## src/rtl/rx_srcmode_ctrl.sv

```systemverilog
module rx_srcmode_ctrl #(
  parameter int CNT_W      = 8,
  parameter int SUB_W      = 4,
  parameter int CODE_W     = 8,
  parameter int FS_W       = 4,
  parameter int SUB_UNLOCK = 1
) (
  input  logic              clk,
  input  logic              rst_n,
  input  logic              host_analog_req,
  input  logic              no_signal,
  input  logic              xtal_ok,
  input  logic [CNT_W-1:0]  qual_cycles,
  input  logic              code_wr,
  input  logic [CODE_W-1:0] code_wdata,
  input  logic              host_dout1,
  input  logic              host_dout2,
  input  logic              dm_dout1,
  input  logic              dm_dout2,
  input  logic              dm_error,
  input  logic [SUB_W-1:0]  dm_sub,
  input  logic              dm_empha,
  input  logic              dm_vflag,
  input  logic              dm_dataout,
  input  logic [FS_W-1:0]   dm_fs_code,
  output logic [1:0]        mode,
  output logic              clk_sel_xtal,
  output logic              pll_en,
  output logic              dout1,
  output logic              dout2,
  output logic              error_o,
  output logic [SUB_W-1:0]  sub_o,
  output logic              empha_o,
  output logic              vflag_o,
  output logic              dataout_o,
  output logic [FS_W-1:0]   fs_code_o,
  output logic [CODE_W-1:0] in_code_o
);

  localparam logic [1:0] M_VCO  = 2'd0;
  localparam logic [1:0] M_XTAL = 2'd1;
  localparam logic [1:0] M_HOST = 2'd2;
  localparam logic [SUB_W-1:0] SUB_LOCKERR = SUB_W'(SUB_UNLOCK);

  logic [1:0]       st, st_nx;
  logic [CNT_W-1:0] cnt;

  wire              cond     = (st == M_VCO) ? no_signal : !no_signal;
  wire [CNT_W:0]    cnt_inc  = {1'b0, cnt} + 1'b1;
  wire              qual_hit = cond && (cnt_inc >= {1'b0, qual_cycles});
  wire              analog   = (st != M_VCO);

  always_comb begin
    st_nx = st;
    if (host_analog_req && (xtal_ok || st != M_VCO))
      st_nx = M_HOST;
    else begin
      case (st)
        M_VCO:   if (qual_hit && xtal_ok) st_nx = M_XTAL;
        M_XTAL:  if (qual_hit) st_nx = M_VCO;
        M_HOST:  st_nx = M_XTAL;
        default: st_nx = M_VCO;
      endcase
    end
  end

  always_ff @(posedge clk or negedge rst_n) begin
    if (!rst_n) begin
      st           <= M_VCO;
      cnt          <= '0;
      clk_sel_xtal <= 1'b0;
      pll_en       <= 1'b1;
      in_code_o    <= '0;
    end else begin
      st <= st_nx;
      if (st_nx != st || !cond)
        cnt <= '0;
      else if (cnt != {CNT_W{1'b1}})
        cnt <= cnt + 1'b1;
      clk_sel_xtal <= analog;
      pll_en       <= !analog;
      if (code_wr)
        in_code_o <= code_wdata;
    end
  end

  assign mode      = st;
  assign dout1     = analog ? host_dout1 : dm_dout1;
  assign dout2     = analog ? host_dout2 : dm_dout2;
  assign error_o   = analog ? 1'b1 : dm_error;
  assign sub_o     = analog ? SUB_LOCKERR : dm_sub;
  assign empha_o   = analog ? 1'b0 : dm_empha;
  assign vflag_o   = analog ? 1'b0 : dm_vflag;
  assign dataout_o = analog ? 1'b0 : dm_dataout;
  assign fs_code_o = analog ? '0 : dm_fs_code;

  AST_LOCKERR_STATUS: assert property (@(posedge clk) disable iff (!rst_n)
    (mode != M_VCO) |-> (error_o && !empha_o && !vflag_o && !dataout_o && sub_o == SUB_LOCKERR));
  AST_HOST_FIRST: assert property (@(posedge clk) disable iff (!rst_n)
    (host_analog_req && xtal_ok) |=> (mode == M_HOST));
  AST_NO_XTAL_HOLD: assert property (@(posedge clk) disable iff (!rst_n)
    (mode == M_VCO && !xtal_ok) |=> (mode == M_VCO));
  AST_ENTRY_QUALIFIED: assert property (@(posedge clk) disable iff (!rst_n)
    (mode == M_VCO && !host_analog_req && !no_signal) |=> (mode == M_VCO));
  AST_CODE_KEPT: assert property (@(posedge clk) disable iff (!rst_n)
    !code_wr |=> $stable(in_code_o));
  AST_PLL_INVERSE: assert property (@(posedge clk) disable iff (!rst_n)
    pll_en == !clk_sel_xtal);

endmodule

```

## config.mk

```make
export PLATFORM = sky130hd
export DESIGN_NAME = rx_srcmode_ctrl
export DESIGN_NICKNAME = d
export VERILOG_FILES = /design/src/rtl/rx_srcmode_ctrl.sv
export SDC_FILE = /design/constraint.sdc
export NUM_CORES = 1
export LEC_CHECK = 0
export BUFFER_PORTS_ARGS = -buffer_cell sky130_fd_sc_hd__buf_2
export CORE_UTILIZATION = 41
export DETAILED_ROUTE_END_ITERATION = 6
export PLACE_DENSITY_LB_ADDON = 0.3
export SETUP_SLACK_MARGIN = 0.2
export SKIP_CTS_REPAIR_TIMING = 1
export SYNTH_ARGS = -nofsm -noshare
export SYNTH_HDL_FRONTEND = slang
export SYNTH_SLANG_ARGS = --single-unit
```

## constraint.sdc

```tcl
create_clock -name clk -period 2.35 [get_ports clk]
set_clock_uncertainty 0.15 [all_clocks]
set_input_delay 0.235 -clock clk [delete_from_list [all_inputs] [get_ports clk]]
set_output_delay 0.235 -clock clk [all_outputs]
set_load 0.005 [all_outputs]
```

==> metrics.md <==
| Metric | Value |
|---|---|
| N_diodes | `0` |
| Post-synth EDFFs | `0` |
| Top-area cell type share of the netlist area | `a little over a third` |
| Setup_tns | `-1.41 ns` |
| Maximum vdd drop | `~0.22 mV` |
| Pin count of the biggest net entering global routing | `21` |
| Core Area | `0.00303 mm²` |
| Slew HR | `between 60% and 70%` |
| Crit-path slowest cell | `dfrtp_1` |
| Placed instance area | `around 0.0017 mm²` |
| CP Cell Sequence | `and3_4, and3_4, nand3_4, xnor2_2, ha_1, buf_4, a211oi_4, a31oi_4, buf_6, nor4b_2` |
| Die X | `~58 µm` |
| Pint | `616 µW` |
| Worst-path clk slew | `0.12 ns` |
| Final GP Congestion | `between 0.8 and 0.9` |
| Vias in the first global route | `between 1,000 and 1,500` |
| Most numerous cell in the Yosys netlist | `dfrtp_1` |
| GRT overflow | `0` |
| Power Total | `865 µW` |
| Fin nets | `~260` |
| CTS buffer count | `3` |
| P_sw | `~250 µW` |
| Dominant cell type by area after synthesis | `dfrtp_1` |
| Post-route cell area | `between 0.0015 and 0.002 mm²` |
| Clk pwr share | `around a quarter` |
| Initial Util | `43.0%` |
| Ys flop type | `dfrtp_1` |
| Area Growth Syn to Fin | `48.4%` |
| Total GRT Usage | `18.2%` |
| Critical Path End Type | `flop` |
| Period utilization | `109%` |
| Synth cell types | `38` |
| Synth warn | `0` |
| First-pass GRT wire length | `around 4.8 mm` |
| Crit path launch type | `flop` |
| Worst path required time | `between 2 and 2.5 ns` |
| Most frequent CP cell | `and3_4` |
| Tightest Pin Transition | `roughly 0.58 ns` |
| Synth top area cells | `dfrtp_1 37%, ha_1 8.7%, mux2_2 8.7%` |
| Die ar. | `between 0.003 and 0.004 mm²` |
| CTS tree | `built` |
| Logic pwr share | `a little under a third` |
| Crit path time final | `2.57 ns` |
| # clock sinks | `20` |
| Final Hold Fails | `0` |
| Pre-antenna DRT Iters | `4` |
| PnR worst setup slack | `-0.218 ns` |
| Maxcap violations | `0` |
| Switching Fraction | `28.8%` |
| Root buf cell | `clkbuf_4` |
| Wire per inst | `12.8 µm` |
| Vias per cell | `4.98` |
| Max Freq | `between 300 and 400 MHz` |
| CP arrival | `2.64 ns` |
| Seq cells post-synth | `20` |
| HP Class | `in -> reg` |
| Slew Viols, Final | `0` |
| Routed Antenna Nets | `0` |
| Final wirelength | `~3.2 mm` |
| Vert. Die Dim | `about 58 µm` |
| Post-detail-place hpwl | `2.37 mm` |
| Cell row count | `20` |
| # setup viols final | `9` |
| Drc violations | `0` |
| Status | `complete, but fails checks` |
| Failing checks | `negative setup slack` |
| Crit-path max cell delay | `around 0.38 ns` |
| Power Dens Cells | `448 mW/mm²` |
| Post-Syn Instances | `about 130` |
| Ys async rst share | `between 90% and 100%` |
| Io pins | `64` |
| Longest Clk Path Bufs | `2` |
| Worst-path maximum fanout | `7` |
| Clk_lat worst skew | `approximately 0.3 ns` |
| Register area share after synthesis | `38.6%` |
| RSZ-0062 raised after global routing | `true` |
| Sequential share of power | `a little under half` |
| Mapped cell area | `between 0.001 and 0.0015 mm²` |
| Leak | `between 0.0009 and 0.001 µW` |
| Syn Nets | `approximately 170` |
| Initial antenna violation count | `0` |
| Non-Filler Instances | `253` |
| Placed insts | `238` |
| PortBufs | `between 60 and 70` |
| Avg Cell Area, Syn | `between 10 and 15 µm²` |
| WP buf/inv | `2` |
| Via count | `around 1,300` |
| Share of cells above drive strength 1 | `roughly three fifths` |
| Setup CP Type | `reg -> reg` |
| Htree depth | `1` |
| Iter 0 DRT Violations | `18` |
| Pre-CTS setup slack | `-0.102 ns` |
| Commonest cells post-synth | `19 x dfrtp_1, 11 x and2_1, 10 x mux2_2, 9 x ha_1, 8 x inv_1` |
| CP top delay family | `simple AND/OR/NAND/NOR gates` |
cell families (layout without fill, tap and decap cells):
logic type | count (synthesis) | in the layout | share of synthesized area, %
mux | 11 | 11 | 9.42
flops | 20 | 20 | 38.6
xor+xnor | 7 | 7 | 4.71
buf+inv | 11 | 95 | 3.56
simple gates | 47 | 47 | 23.1
fa+ha+maj | 9 | 9 | 8.65
compound gates | 20 | 20 | 12.0
layer usage:
metal,vias up,share of wire (%),GRT usage (%),routed length (µm)
met5,-,0,0,0
li1,607,-,-,-
met1,595,39,22.5,1270
met3,6,5.6,2.64,181
met2,53,53,33.8,1720
met4,0,1.7,3.06,56
sequential cells by signal, indices dropped and copies added, names as in the netlist:
register	cells
in_code_o	8
cnt	8
mode	2
pll_en	1
clk_sel_xtal	1
layout by cell type, fill, tap and decap left out, types with 4 or more instances in the layout:
cell     synthesis  layout
and2_1          11      11
and3_4           1       4
buf_2            1      63
buf_4            1      18
dfrtp_1         19      17
ha_1             9       8
inv_1            8       7
mux2_2          10      10
nand3_1          6       4
nor2_1           7       6
o21ai_0          6       6
power by group through the flow:
stage | Clock, µW | Sequential, µW | Combinational (µW)
6_report | 203 | 392 | 270
5_1_grt | 219 | 395 | 297
4_1_cts | 204 | 391 | 239
3_5_place_dp | 0 | 397 | 239
3_3_place_gp | 0 | 395 | 228
2_1_floorplan | 0 | 398 | 121
stage by stage:
stage / util, % / hold WS, ns
4_1_cts: 58.8 / -0.270
2_1_floorplan: - / -0.211
5_1_grt: 63.8 / 0.0105
6_report: 63.8 / 0.0140
3_3_place_gp: 57.6 / 0.0442
3_5_place_dp: 57.6 / 0.0599
layout make-up:
cell class	instances	area [µm²]
fillers	259	1100
multi-input cells	94	830
flip-flops and latches	20	504
repair buffers	83	472
well taps	44	55.1
clock buffers	4	36.3
inverters	8	33.8
worst register-to-register path, stage by stage, from the launching register on:
cell	delay, ns
dfrtp_1	0.38
and3_4	0.19
and3_4	0.21
nand3_4	0.09
xnor2_2	0.15
ha_1	0.30
buf_4	0.15
a211oi_4	0.32
a31oi_4	0.20
buf_6	0.16
nor4b_2	0.18
path summary, 6_finish.rpt:
check	depth (start not counted)	slack, ns	start	to
max reg2reg	10	-0.22	cnt[2]$_DFFE_PN0P_	cnt[6]$_DFFE_PN0P_
min in group asynchronous	2	0.24	rst_n	cnt[5]$_DFFE_PN0P_
min	2	0.01	code_wdata[1]	in_code_o[1]$_DFFE_PN0P_
min reg2reg	1	0.36	in_code_o[7]$_DFFE_PN0P_	in_code_o[7]$_DFFE_PN0P_
max	10	-0.22	cnt[2]$_DFFE_PN0P_	cnt[6]$_DFFE_PN0P_
max in group asynchronous	2	1.46	rst_n	pll_en$_DFF_PN1_
(Power assumes the default switching activity.)
